[config.mk]
export PLATFORM = sky130hd
export DESIGN_NAME = psw_divider_ctrl
export DESIGN_NICKNAME = d
export VERILOG_FILES = /design/src/rtl/psw_pkg.sv /design/src/rtl/psw_step_cnt.sv /design/src/rtl/psw_ctrl.sv /design/src/rtl/psw_divider_ctrl.sv
export SDC_FILE = /design/constraint.sdc
export NUM_CORES = 1
export LEC_CHECK = 0
export CAP_MARGIN = 10
export CORE_UTILIZATION = 52
export DETAILED_ROUTE_END_ITERATION = 6
export PLACE_DENSITY = 0.77
export SLEW_MARGIN = 0
export SYNTH_ARGS = -nofsm -noshare
export SYNTH_HDL_FRONTEND = slang
export SYNTH_SLANG_ARGS = --single-unit
[constraint.sdc]
create_clock -name clk -period 2.7 [get_ports clk]
set_input_delay 0.27 -clock clk [delete_from_list [all_inputs] [get_ports clk]]
set_output_delay 0.27 -clock clk [all_outputs]
set_load 0.05 [all_outputs]
[src/rtl/psw_pkg.sv]
package psw_pkg;

  typedef enum logic [1:0] {
    PH_LOAD    = 2'd0,
    PH_SWALLOW = 2'd1,
    PH_MAIN    = 2'd2
  } psw_phase_e;

endpackage

[src/rtl/psw_step_cnt.sv]
module psw_step_cnt #(
  parameter int W = 8
) (
  input  logic         clk,
  input  logic         rst_n,
  input  logic         clear,
  input  logic         step,
  input  logic [W-1:0] limit,
  output logic         hit
);

  logic [W-1:0] cnt_q;
  logic [W-1:0] cnt_nxt;

  assign cnt_nxt = cnt_q + {{(W-1){1'b0}}, 1'b1};
  assign hit     = step && (cnt_nxt == limit);

  always_ff @(posedge clk or negedge rst_n) begin
    if (!rst_n)     cnt_q <= '0;
    else if (clear) cnt_q <= '0;
    else if (step)  cnt_q <= cnt_nxt;
  end

  // a counter that is neither stepped nor cleared holds its count
  a_r3_hold_idle: assert property (@(posedge clk) disable iff (!rst_n)
    (!step && !clear) |=> $stable(cnt_q));

  // a clear issued by the controller always empties the count
  a_r4_clear_empties: assert property (@(posedge clk) disable iff (!rst_n)
    clear |=> (cnt_q == '0));

endmodule

[src/rtl/psw_ctrl.sv]
module psw_ctrl
  import psw_pkg::*;
#(
  parameter int NW = 16,
  parameter int AW = 8
) (
  input  logic          clk,
  input  logic          rst_n,
  input  logic          pre_tick,
  input  logic [NW-1:0] prog_n,
  input  logic [AW-1:0] prog_a,
  input  logic          main_hit,
  input  logic          swal_hit,
  output logic          restart,
  output logic          main_step,
  output logic          swal_step,
  output logic [NW-1:0] live_n,
  output logic [AW-1:0] live_a,
  output logic          mod_hi,
  output logic          ref_pulse,
  output logic          prog_err
);

  localparam int CW = (NW > AW) ? NW : AW;

  psw_phase_e phase_q;
  logic [CW-1:0] n_ext;
  logic [CW-1:0] a_ext;
  logic          a_nonzero;

  assign n_ext     = CW'(prog_n);
  assign a_ext     = CW'(prog_a);
  assign a_nonzero = (prog_a != '0);

  assign restart   = (phase_q == PH_LOAD) || main_hit;
  assign main_step = pre_tick && (phase_q != PH_LOAD);
  assign swal_step = pre_tick && (phase_q == PH_SWALLOW);

  always_ff @(posedge clk or negedge rst_n) begin
    if (!rst_n) begin
      phase_q   <= PH_LOAD;
      live_n    <= '0;
      live_a    <= '0;
      mod_hi    <= 1'b0;
      prog_err  <= 1'b0;
      ref_pulse <= 1'b0;
    end else begin
      ref_pulse <= main_hit;
      if (restart) begin
        live_n   <= prog_n;
        live_a   <= prog_a;
        mod_hi   <= a_nonzero;
        prog_err <= (n_ext < a_ext);
        phase_q  <= a_nonzero ? PH_SWALLOW : PH_MAIN;
      end else if (swal_hit) begin
        mod_hi  <= 1'b0;
        phase_q <= PH_MAIN;
      end
    end
  end

  // the divide-by-(P+1) command is raised only at a cycle start
  a_r2_rise_at_start: assert property (@(posedge clk) disable iff (!rst_n)
    $rose(mod_hi) |-> $past(restart));

  // the swallow count expiring inside a cycle drops the modulus
  a_r3_drop_on_swallow: assert property (@(posedge clk) disable iff (!rst_n)
    (swal_hit && !main_hit) |=> !mod_hi);

  // once in the main phase the swallow counter never reports again
  a_r3_swallow_inhibit: assert property (@(posedge clk) disable iff (!rst_n)
    (phase_q == PH_MAIN) |-> !swal_hit);

  // the main terminal count is forwarded to the comparator next clock
  a_r4_ref_follows: assert property (@(posedge clk) disable iff (!rst_n)
    main_hit |=> ref_pulse);

  // a zero swallow count keeps the low modulus from the cycle start
  a_r6_zero_swallow: assert property (@(posedge clk) disable iff (!rst_n)
    (restart && (prog_a == '0)) |=> !mod_hi);

  // programming is taken only at cycle starts
  a_r7_hold_prog: assert property (@(posedge clk) disable iff (!rst_n)
    !restart |=> ($stable(live_n) && $stable(live_a)));

  // with n < A the cycle never leaves divide-by-(P+1)
  a_r8_err_keeps_high: assert property (@(posedge clk) disable iff (!rst_n)
    (prog_err && (phase_q != PH_LOAD)) |-> mod_hi);

endmodule

[src/rtl/psw_divider_ctrl.sv]
module psw_divider_ctrl
  import psw_pkg::*;
#(
  parameter int NW = 16,
  parameter int AW = 8
) (
  input  logic          clk,
  input  logic          rst_n,
  input  logic          pre_tick,
  input  logic [NW-1:0] prog_n,
  input  logic [AW-1:0] prog_a,
  output logic          mod_hi,
  output logic          ref_pulse,
  output logic          prog_err
);

  logic          restart;
  logic          main_step;
  logic          swal_step;
  logic          main_hit;
  logic          swal_hit;
  logic [NW-1:0] live_n;
  logic [AW-1:0] live_a;

  psw_ctrl #(.NW(NW), .AW(AW)) u_ctrl (
    .clk       (clk),
    .rst_n     (rst_n),
    .pre_tick  (pre_tick),
    .prog_n    (prog_n),
    .prog_a    (prog_a),
    .main_hit  (main_hit),
    .swal_hit  (swal_hit),
    .restart   (restart),
    .main_step (main_step),
    .swal_step (swal_step),
    .live_n    (live_n),
    .live_a    (live_a),
    .mod_hi    (mod_hi),
    .ref_pulse (ref_pulse),
    .prog_err  (prog_err)
  );

  psw_step_cnt #(.W(NW)) u_main_cnt (
    .clk   (clk),
    .rst_n (rst_n),
    .clear (restart),
    .step  (main_step),
    .limit (live_n),
    .hit   (main_hit)
  );

  psw_step_cnt #(.W(AW)) u_swal_cnt (
    .clk   (clk),
    .rst_n (rst_n),
    .clear (restart),
    .step  (swal_step),
    .limit (live_a),
    .hit   (swal_hit)
  );

  // outputs are quiet while reset is asserted
  a_r1_reset_quiet: assert property (@(posedge clk)
    !rst_n |-> (!mod_hi && !ref_pulse && !prog_err));

endmodule

* Yosys cells after proc, flatten, opt, wreduce, memory -nomap -nowiden
Cells that the tools add are included.
Storage, ports and cells: input bits 27, flip-flop bits (word level) 53, output and inout port bits 3, logic and storage cells 34
Cells by class: magnitude comparators 1, reduce and logical (&&, ||, !) cells 11, mux-type cells 9, equality and inequality tests 3, $add $sub $neg 2
Operators with widths (number):
- $mux W16 | 2
- $add A16 B1 Y16 const B | 1
- $eq A16 B16 Y1 | 1
- $lt A16 B8 Y1 | 1
- $mux W8 | 2
- $add A8 B1 Y8 const B | 1
- $eq A8 B8 Y1 | 1
- $reduce_bool A2 Y1 | 4
- $reduce_bool A8 Y1 | 1
- $mux W2 | 3
- $logic_and A1 B1 Y1 | 4
- $eq A2 B1 Y1 const B | 1
- $logic_not A2 Y1 | 1
- $mux W1 | 2
- $logic_or A1 B1 Y1 | 1

* Longest topological paths before layout
Gate-level depths: netlist of the first run.
depth after elaboration 5, depth in mapped cells 10, mapped depth without buffers 8

* By module
A second synthesis of the first run with hierarchy kept.
Second synthesis, totals: cell total of the unflattened synthesis 311, area total of the unflattened synthesis 3168.0 um2
Modules (own cells, without submodules):
- psw_step_cnt (u_main_cnt) | sequential area each 400.4 um2, area each 1307.5 um2, instances 1, cells each 153
- psw_ctrl | sequential area each 700.7 um2, area each 1267.5 um2, instances 1, cells each 93
- psw_step_cnt (u_swal_cnt) | sequential area each 200.2 um2, area each 593.1 um2, instances 1, cells each 65

* Least setup slack after synthesis of the first run
OpenSTA, ideal clock, no wires.
kind register -> register, start point register u_main_cnt.cnt_q[0], end point register u_ctrl.live_a[7], library setup time 0.125 ns, clock period less this slack 2.754 ns, path buffers 1, arrival time 2.630 ns, cell stages (with the launch flop) 10, data required time 2.575 ns, slack -0.054 ns, path through dfrtp_1 ha_1 xor2_1 or4_1 a211oi_2 nor3b_2 o21ai_2 o22ai_4 buf_6 mux2_2
Between the ends: word-level cells in the longest chain between the ends 4
Ends and longest elaborated chain:
- from (decl) | RTL line psw_step_cnt.sv:12 | logic [W-1:0] cnt_q;
- from (signal assigned) | RTL line psw_step_cnt.sv:21 | else if (step) cnt_q <= cnt_nxt;
- $add A16 B1 Y16 | RTL line psw_step_cnt.sv:15 | assign cnt_nxt = cnt_q + {{(W-1){1'b0}}, 1'b1};
- $eq A16 B16 Y1 | RTL line psw_step_cnt.sv:16 | assign hit = step && (cnt_nxt == limit);
- $logic_and A1 B1 Y1 | RTL line psw_step_cnt.sv:16
- $logic_or A1 B1 Y1 | RTL line psw_ctrl.sv:35 | assign restart = (phase_q == PH_LOAD) || main_hit;
- to (signal assigned) | RTL line psw_ctrl.sv:51 | live_a <= prog_a;
- to (decl) | RTL line psw_ctrl.sv:18 | output logic [AW-1:0] live_a,
No other way between the ends. A chain may end at the register's enable or synchronous reset.

* Final worst setup path of the first run
start point register u_main_cnt.cnt_q[0], end point register u_ctrl.phase_q[0]
Between the ends: word-level cells in the longest chain between the ends 5, elaborated cells between the ends (all ways) 6, classes of those cells add/sub (1); eq/ne (1); mux (1); reduce/logical (3)
Ends and longest elaborated chain:
- $add A16 B1 Y16 * | RTL line psw_step_cnt.sv:15
- $eq A16 B16 Y1 * | RTL line psw_step_cnt.sv:16
- $logic_and A1 B1 Y1 * | RTL line psw_step_cnt.sv:16
- $logic_or A1 B1 Y1 * | RTL line psw_ctrl.sv:35
- $mux W2 or $reduce_bool A2 Y1 (tied branches)
- to (signal assigned) | RTL line psw_ctrl.sv:54 | phase_q <= a_nonzero ? PH_SWALLOW : PH_MAIN;
- to (decl) | RTL line psw_ctrl.sv:26 | psw_phase_e phase_q;
Mark *: on every way between the ends. The rest lies on a longest branch, timed or not.

==> impl_metrics.tcl, run 1 <==
set metrics [dict create \
    status "finished, violations left" \
    cp.required_ns 2.91 \
    viasPerCell 5.721 \
    synth_compound_area_share_pct 7.073 \
    finalHoldViolCount 0 \
    power.density_nw_per_um2 818.9 \
    max_cap_viol_count 0 \
    drt-initial-drc-count 181 \
    setup_viol_count_final 36 \
    tightest_slew_ns 0.6562 \
    port_buffers 29 \
    fin_skew_ns 0.005924 \
    grt_pass1_wl_um 11730 \
    h-tree-depth 2 \
    diodes 0 \
    syn_nets 338 \
    antenna_found_initial 0 \
    reg2regPathDepth 10 \
    cts_hold_buf 0 \
    wl_per_cell_um 17.05 \
    p_leak_nw 1.687 \
    end_kind "register" \
    cp.depth 10 \
    core_area_um2 5608 \
    clock.fmax_mhz 354.6 \
    clock_sinks 52 \
    ys_warn_count 0 \
    die_x_um 78.94 \
    fin_hold_ws_ns 0.06289 \
    final-max-slew-violation-count 0 \
    synthAdderAreaFrac_pct 3.659 \
    critPathKind "reg2reg" \
    synth_top_family_by_area "simple AND/OR/NAND/NOR gates" \
    drt_pre_antenna_iters 4 \
    placed_cell_area_um2 3577 \
    cts_inserted_buffers 5 \
    first_global_vias 2462 \
    dp_worst_setup_slack_ns -0.1240 \
    crit_path_max_incr_delay_ns 0.56 \
    hpwl_um 4941 \
    nets 401 \
    synthArstFlopShare_pct 100.0 \
    critPathMostFrequentCell "buf_4" \
    r2r_slack_ns -0.12 \
    cts.path.max_buffers 2 \
    ir_drop_uv 439.4 \
    syn2layout_area_growth_pct 29.19 \
    rsz0062_at_grt "true" \
    ys.flop_type "dfrtp_1" \
    fin_crit_sh_pct 104.4 \
    synth_seq_cells 52 \
    synthMuxAreaShare_pct 10.49 \
    slew_headroom_pct 56.25 \
    totalWireLength_um 7466 \
    grt.total_usage_pct 24.49 \
    synthCells 302 \
    start_util_pct 54.89 \
    crit_fanout 2 \
    critical-path-top-delay-family "compound AO/OA/AOI/OAI gates" \
    io_pins 30 \
    yosys.area_share.simple_pct 17.48 \
    grt_max_degree 53 \
    synth_area_um2 3078 \
    ant_nets 0 \
    die_h_um 78.94 \
    worstPathArrival_ns 3.03 \
    syn_area_per_cell_um2 10.19 \
    worst_slack_ns -0.1199 \
    cts_tree "done" \
    path_cells "ha_4, xor3_1, or4_4, a211oi_4, nor3b_4, o21ai_2, buf_4, buf_4, o21ai_0, a21bo_2" \
    cp_num_buf_inv 2 \
    synth_xor_area_share_pct 15.28 \
    die_area_um2 6231 \
    synth_edf_count 0 \
    slowest_stage "or4_4" \
    drive_gt1_share_pct 25.96 \
    min_path_type "in2async" \
    final_common_cell "dfrtp_1" \
    root_buffer "clkbuf_8" \
    row_count 27 \
    vias 2506 \
    synthDistinctLibCells 48 \
    final_cell_mix "52 x dfrtp_1, 32 x buf_4, 30 x nor2_1" \
    clk_pin_slew_ns 0.10 \
    clk-insertion-delay-late_ns 0.31 \
    gp_congestion 0.8242 \
    synth-seq-area-share_pct 42.28 \
    violations "negative setup slack" \
    cp-start-kind "register" \
    stdcell_area_um2 3976 \
    period_minus_slack_ns 2.820 \
    grt_overflow 0 \
    route.detailed.drc 0 \
]
-- layer usage --
layer / track usage, % / vias to the layer above / wire length, µm
met2: 40.87 / 59 / 3700
met3: 4.943 / 20 / 320
li1: - / 1180 / -
met1: 31.75 / 1247 / 3209
met5: 0 / - / 0
met4: 8.182 / 0 / 235
-- cells in the mapped netlist (2+ instances only) --
cell type	instances	share of area, %
dfrtp_1	52	42
nor2_1	37	4.5
xor2_1	26	7.4
xnor2_1	25	7.1
mux2_2	23	8.4
nand2_1	17	2.1
nand4_1	12	2.4
ha_1	9	3.7
inv_1	9	1.1
nand3_1	9	1.5
nor3_1	9	1.5
o21ai_0	8	1.3
a21oi_1	7	1.1
clkbuf_1	5	0.61
nor4_1	5	1.0
and3_1	3	0.61
and4_1	3	0.85
buf_6	3	1.1
mux2_1	3	1.1
mux2i_1	3	0.98
nand2b_1	3	0.61
and2_1	2	0.41
buf_4	2	0.49
nor2b_1	2	0.41
o211ai_1	2	0.49
-- state kept, by name, summed over array words and instances (netlist names) --
name and count:
u_ctrl.live_n 16, u_main_cnt.cnt_q 16, u_ctrl.live_a 8, u_swal_cnt.cnt_q 8, u_ctrl.phase_q 2, u_ctrl.prog_err 1
u_ctrl.ref_pulse 1
-- where the power goes --
part / internal [mW] / switching [mW]
logic: 0.796 / 0.635
registers: 1.05 / 0.296
clock network: 0.210 / 0.267
-- what timing repair did --
item | 4_1_cts | 5_1_grt
gates resized for setup | 6 | 28
buffers inserted | 13 | 5
cloned | 1 | 1
endpoints found under the setup margin | 25 | 52
pin swaps | 6 | 8
-- per-stage QoR --
step / std cells / setup TNS, ns / power, mW / util (%)
final: 438 / -2.465 / 3.256 / 70.91
after global routing: 438 / -6.383 / 3.481 / 70.91
after CTS: 436 / -0.01193 / 3.125 / 67.98
after detailed placement: 414 / -2.820 / 2.573 / 63.79
after global placement: 414 / -1.632 / 2.505 / 63.79
after floorplan: 302 / 0 / 2.218 / -
-- logic make-up (layout without fill, tap and decap cells) --
family / Yosys count / in the layout
simple gates: 108 / 108
xor+xnor: 52 / 52
flops: 52 / 52
compound gates: 30 / 30
mux: 29 / 29
buf+inv: 22 / 86
fa+ha+maj: 9 / 9
-- area by class of cell --
cell class              count  area (µm²)
clock inverters             2       13.76
inverters                   9       33.78
fillers                   412        1632
multi-input cells         228        1779
repair buffers             69       675.6
clock buffers               6       82.58
well taps                  72       90.09
flip-flops and latches     52        1301
-- worst paths after layout --
check                                       to           startpoint
setup / recovery             u_ctrl.phase_q[0]  u_main_cnt.cnt_q[0]
hold / removal             u_main_cnt.cnt_q[5]                rst_n
max in group asynchronous     u_ctrl.live_n[6]                rst_n
hold reg to reg               u_ctrl.live_n[9]     u_ctrl.live_n[9]
setup reg to reg             u_ctrl.phase_q[0]  u_main_cnt.cnt_q[0]
min in group clk              u_ctrl.live_n[9]     u_ctrl.live_n[9]
No activity file was read; power rests on OpenSTA's default activity.
==> run 2, diff against run 1 <==
--- a/config.mk
+++ b/config.mk
@@ -9,6 +9,7 @@
 export CORE_UTILIZATION = 52
 export DETAILED_ROUTE_END_ITERATION = 6
 export PLACE_DENSITY = 0.77
+export SETUP_SLACK_MARGIN = 0.05
 export SLEW_MARGIN = 0
 export SYNTH_ARGS = -nofsm -noshare
 export SYNTH_HDL_FRONTEND = slang
==> run 2 against run 1 <==
  * The run still ends with negative setup slack left
  * Combinational power fell by 9%
  * Clock power down 2%
  * Hold slack gained 0.43 ns
  * Sequential cell count stayed put
  * Count of clock-buffer cells in the layout stayed put
  * Global-route usage shrank 1.5 points
==> impl_metrics.tcl, run 2 (synthesis results as in run 1) <==
set metrics [dict create \
    status "finished, violations left" \
    violations "negative setup slack" \
    finalHoldViolCount 0 \
    drive_gt1_share_pct 18.57 \
    global_route.usage.met2_pct 36.61 \
    drt_pre_antenna_iters 4 \
    final-max-slew-violation-count 0 \
    die_area_um2 6231 \
    clk-insertion-delay-late_ns 0.30 \
    port_buffers 29 \
    reg2regPathDepth 9 \
    tightest_slew_ns 0.5784 \
    cts.path.max_buffers 2 \
    grt_pass1_wl_um 11010 \
    top_regs "u_ctrl.live_n: 16 flops, u_main_cnt.cnt_q: 16 flops" \
    cp-start-kind "register" \
    grt_max_degree 29 \
    crit_path_max_incr_delay_ns 0.54 \
    path_cells "ha_4, xor2_1, or4_1, a211oi_2, nor3b_2, o21ai_2, o22ai_4, buf_12, mux2_2" \
    die_x_um 78.94 \
    h-tree-depth 2 \
    period_minus_slack_ns 2.728 \
    setup.worst_path.end "u_ctrl.live_a[4]" \
    grt_overflow 0 \
    drt-initial-drc-count 136 \
    first_global_vias 2278 \
    min_path_type "in2async" \
    stdcell_area_um2 3736 \
    root_buffer "clkbuf_8" \
    slew_headroom_pct 61.44 \
    antenna_found_initial 0 \
    gp_congestion 0.8235 \
    ir_drop_uv 423.1 \
    r2r_end "u_ctrl.live_a[4]" \
    crit_fanout 23 \
    cp.depth 9 \
    vias 2346 \
    p_leak_nw 1.598 \
    crit_path_start "u_main_cnt.cnt_q[1]" \
    timing.rr.start "u_main_cnt.cnt_q[1]" \
    post_cts_buffers 0 \
    fin_util_pct 66.62 \
    grtUsageMet3_pct 4.138 \
    slowest_stage "or4_1" \
    grt_busiest_layer "met2" \
    clock_sinks 52 \
    totalWireLength_um 6493 \
    grt.total_usage_pct 22.95 \
    start_util_pct 54.89 \
    wl_per_cell_um 15.39 \
    clk_pin_slew_ns 0.09 \
    viasPerCell 5.559 \
    clock.fmax_mhz 366.6 \
    ant_nets 0 \
    placed_cell_area_um2 3582 \
    grt_use_met1_pct 31.74 \
    cp_num_buf_inv 1 \
    diodes 0 \
    cts_inserted_buffers 5 \
    setup_viol_count_final 15 \
    row_count 27 \
    cts_tree "done" \
    r2r_slack_ns -0.03 \
    nets 385 \
    io_pins 30 \
    worstPathArrival_ns 2.92 \
    cp.required_ns 2.90 \
    die_h_um 78.94 \
    final_common_cell "dfrtp_1" \
    final_cell_mix "52 x dfrtp_1, 37 x nor2_1, 28 x clkdlybuf4s50_1" \
    worst_slack_ns -0.02769 \
    fin_crit_sh_pct 101.0 \
    fin_skew_ns 0.009106 \
    critPathKind "reg2reg" \
    core_area_um2 5608 \
    rsz0062_at_grt "true" \
    hpwl_um 4798 \
    end_kind "register" \
    critical-path-top-delay-family "simple AND/OR/NAND/NOR gates" \
    route.detailed.drc 0 \
    max_cap_viol_count 0 \
    syn2layout_area_growth_pct 21.38 \
    power.density_nw_per_um2 830.9 \
]
-- run 2: cell count changes in the layout (fill, tap and decap cells not counted), sizes merged --
cell | previous run | this run
buf | 40 | 24
clkbuf | 7 | 6
dlygate4sd3 | 0 | 1
-- run 2: cell type report --
cell class	instances	area, µm²
Fill cell	466	1872
Multi-Input combinational cell	228	1722
Sequential cell	52	1301
Timing Repair Buffer	53	493.0
Tap cell	72	90.09
Clock buffer	6	82.58
Inverter	9	33.78
Clock inverter	2	13.76
-- run 2: through the flow --
| stage | TNS [ns] | hold slack (ns) | cells | power, mW | setup WS, ns |
|---|---|---|---|---|---|
| finish | -0.3127 | 0.4932 | 422 | 3.104 | -0.02769 |
| global route | -3.090 | 0.5329 | 422 | 3.333 | -0.1466 |
| CTS | -0.6302 | 0.5020 | 422 | 3.065 | -0.04248 |
| detailed placement | -1.253 | 0.2983 | 413 | 2.576 | -0.06328 |
| global placement | -0.1692 | 0.2968 | 413 | 2.518 | -0.01176 |
| floorplan | 0 | -0.02559 | 302 | 2.218 | 0.08817 |
-- run 2: worst min path at each step --
| stage | start | end | cells past startpoint |
|---|---|---|---|
| 2_1_floorplan | rst_n | u_ctrl.live_a[0] | 0 |
| 3_3_place_gp | rst_n | u_main_cnt.cnt_q[7] | 1 |
| 3_5_place_dp | rst_n | u_main_cnt.cnt_q[7] | 1 |
| 4_1_cts | rst_n | u_ctrl.live_a[1] | 2 |
| 5_1_grt | rst_n | u_main_cnt.cnt_q[1] | 2 |
| 6_report | rst_n | u_main_cnt.cnt_q[7] | 2 |
-- run 2: what timing repair did --
action | CTS | global route
cloned | 0 | 0
resized for setup | 1 | 11
pin swaps | 0 | 0
hold endpoints to repair | 24 | 0
hold buffers | 1 | 0
setup endpoints to repair | 25 | 34
-- run 2: worst register-to-register path, cell delays in order, from the launching register on --
cell and delay [ns]:
dfrtp_1 0.42, ha_4 0.26, xor2_1 0.15, or4_1 0.54
a211oi_2 0.19, nor3b_2 0.22, o21ai_2 0.10, o22ai_4 0.18
buf_12 0.21, mux2_2 0.35
-- run 2: report_power, final --
group          switching [mW]  leakage, nW  internal, mW
logic                   0.561        0.901         0.736
registers               0.287        0.645          1.05
clock network           0.257       0.0516         0.210
total                    1.10         1.60          2.00
-- run 2: routing by layer --
metal	part of all wire (%)	wire, µm
met1	47	3064
met3	3.3	216
met2	48	3122
met5	0	0
met4	1.4	89
==> run 3, diff against run 2 <==
--- a/config.mk
+++ b/config.mk
@@ -8,8 +8,9 @@
 export CAP_MARGIN = 10
 export CORE_UTILIZATION = 52
 export DETAILED_ROUTE_END_ITERATION = 6
+export MAX_ROUTING_LAYER = met4
 export PLACE_DENSITY = 0.77
-export SETUP_SLACK_MARGIN = 0.05
+export SETUP_SLACK_MARGIN = 0.3
 export SLEW_MARGIN = 0
 export SYNTH_ARGS = -nofsm -noshare
 export SYNTH_HDL_FRONTEND = slang
==> run 3 against run 2 <==
  * The flow still finishes with violations (negative setup slack)
  * Sequential cell count unchanged
  * Worst setup slack better by 0.012 ns
  * Largest cell class unchanged
  * Clock skew down 0.0031 ns
  * Count of clock-buffer cells in the layout unchanged
  * Power up 4.2%
  * Die area unchanged
  * Wire length up 19%
  * Core utilization up 3.9 points
  * Global-route usage up 4.4 points
==> impl_metrics.tcl, run 3 (synthesis results as in run 1) <==
set metrics [dict create \
    status "finished, violations left" \
    violations "negative setup slack" \
    min_path_type "in2async" \
    core_area_um2 5608 \
    start_util_pct 54.89 \
    diodes 0 \
    setup-tns-final_ns -0.04103 \
    drive_gt1_share_pct 23.89 \
    port_buffers 29 \
    root_buffer "clkbuf_8" \
    totalWireLength_um 7754 \
    grt_pass1_wl_um 12590 \
    r2r_end "u_ctrl.live_n[4]" \
    hpwl_um 5276 \
    period_minus_slack_ns 2.716 \
    die_area_um2 6231 \
    slew_headroom_pct 60.34 \
    vias 2500 \
    clk_pin_slew_ns 0.09 \
    grt.total_usage_pct 27.36 \
    final_cell_mix "52 x dfrtp_1, 28 x clkdlybuf4s50_1, 26 x nor2_1, 26 x xor2_1, 25 x xnor2_1" \
    ant_nets 0 \
    worstPathArrival_ns 2.92 \
    final-max-slew-violation-count 0 \
    tightest_slew_ns 0.5949 \
    cts_tree "done" \
    cts_inserted_buffers 5 \
    row_count 27 \
    die_h_um 78.94 \
    cp-start-kind "register" \
    grt_max_degree 28 \
    reg2regPathDepth 10 \
    top_regs "u_ctrl.live_n: 16 flops, u_main_cnt.cnt_q: 16 flops" \
    die_x_um 78.94 \
    antenna_found_initial 0 \
    finalHoldViolCount 0 \
    fin_hold_ws_ns 0.4898 \
    p_leak_nw 1.677 \
    cp.required_ns 2.90 \
    crit_fanout 5 \
    route.detailed.drc 0 \
    drt_pre_antenna_iters 4 \
    r2r_slack_ns -0.02 \
    h-tree-depth 2 \
    fin_util_pct 70.57 \
    critPathKind "reg2reg" \
    first_global_vias 2506 \
    wl_per_cell_um 17.95 \
    gp_congestion 0.8648 \
    io_pins 30 \
    setup_viol_count_final 3 \
    crit_path_start "u_main_cnt.cnt_q[1]" \
    end_kind "register" \
    timing.rr.start "u_main_cnt.cnt_q[1]" \
    cts.path.max_buffers 2 \
    fin_crit_sh_pct 100.6 \
    drt-initial-drc-count 212 \
    max_cap_viol_count 0 \
    clk-insertion-delay-late_ns 0.31 \
    worst_slack_ns -0.01570 \
    syn2layout_area_growth_pct 28.58 \
    final_common_cell "dfrtp_1" \
    rsz0062_at_grt "true" \
    clock.fmax_mhz 368.2 \
    grt_overflow 0 \
    ir_drop_uv 491.6 \
    clock_sinks 52 \
    fin_skew_ns 0.005993 \
    nets 396 \
    viasPerCell 5.787 \
    setup.worst_path.end "u_ctrl.live_n[4]" \
    power.density_nw_per_um2 817.3 \
    nFillCells 432 \
]
-- run 3: area by class of cell --
cell class              count  area (µm²)  area share, %
flip-flops and latches     52        1301          32.88
clock buffers               6       72.57          1.834
well taps                  72       90.09          2.276
multi-input cells         228        1780          44.99
inverters                   9       33.78         0.8536
clock inverters             1       5.005         0.1265
repair buffers             64       674.4          17.04
-- run 3: what timing repair did --
action / in CTS / in global routing
hold buffers: 1 / 0
pin swaps: 0 / 1
resized for setup: 9 / 24
gates cloned: 2 / 0
endpoints found under the setup margin: 45 / 51
setup buffers: 8 / 2
endpoints found under the hold margin: 25 / 0
-- run 3: report_power, final --
group,total (mW),switching (mW),internal [mW]
sequential,1.36,0.304,1.05
combinational,1.44,0.607,0.835
clock,0.436,0.258,0.177
-- run 3: stage by stage --
step	cells	setup slack [ns]	power, mW	cell area (µm²)
6_report	432	-0.01570	3.234	3958
5_1_grt	432	-0.1482	3.435	3958
4_1_cts	430	0.03155	3.129	3847
3_5_place_dp	412	-0.06792	2.649	3611
3_3_place_gp	412	0.03645	2.593	3611
2_1_floorplan	302	0.1129	2.291	3147
-- run 3: worst min path at each step --
stage	to	slack, ns	cells past startpoint
global route	u_main_cnt.cnt_q[8]	0.55	2
floorplan	u_ctrl.live_a[0]	-0.03	0
CTS	u_ctrl.ref_pulse	0.51	2
finish	u_ctrl.ref_pulse	0.49	2
global placement	u_main_cnt.cnt_q[7]	0.30	1
detailed placement	u_ctrl.ref_pulse	0.31	1
-- run 3: worst max-delay path, stage by stage, from the launching register on --
cell and delay (ns):
dfrtp_1 0.41, ha_4 0.17, xor3_1 0.21, or4_4 0.54, a211oi_2 0.18, nor3b_2 0.21
o21ai_2 0.10, o22ai_4 0.19, buf_6 0.17, buf_16 0.12, mux2_4 0.30
-- run 3: layer usage --
metal | vias up | track usage, % | wire length (µm)
li1 | 1173 | - | -
met1 | 1243 | 33.65 | 3260
met2 | 69 | 46.43 | 4050
met3 | 15 | 3.678 | 262
met4 | 0 | 9.455 | 181
met5 | - | - | 0
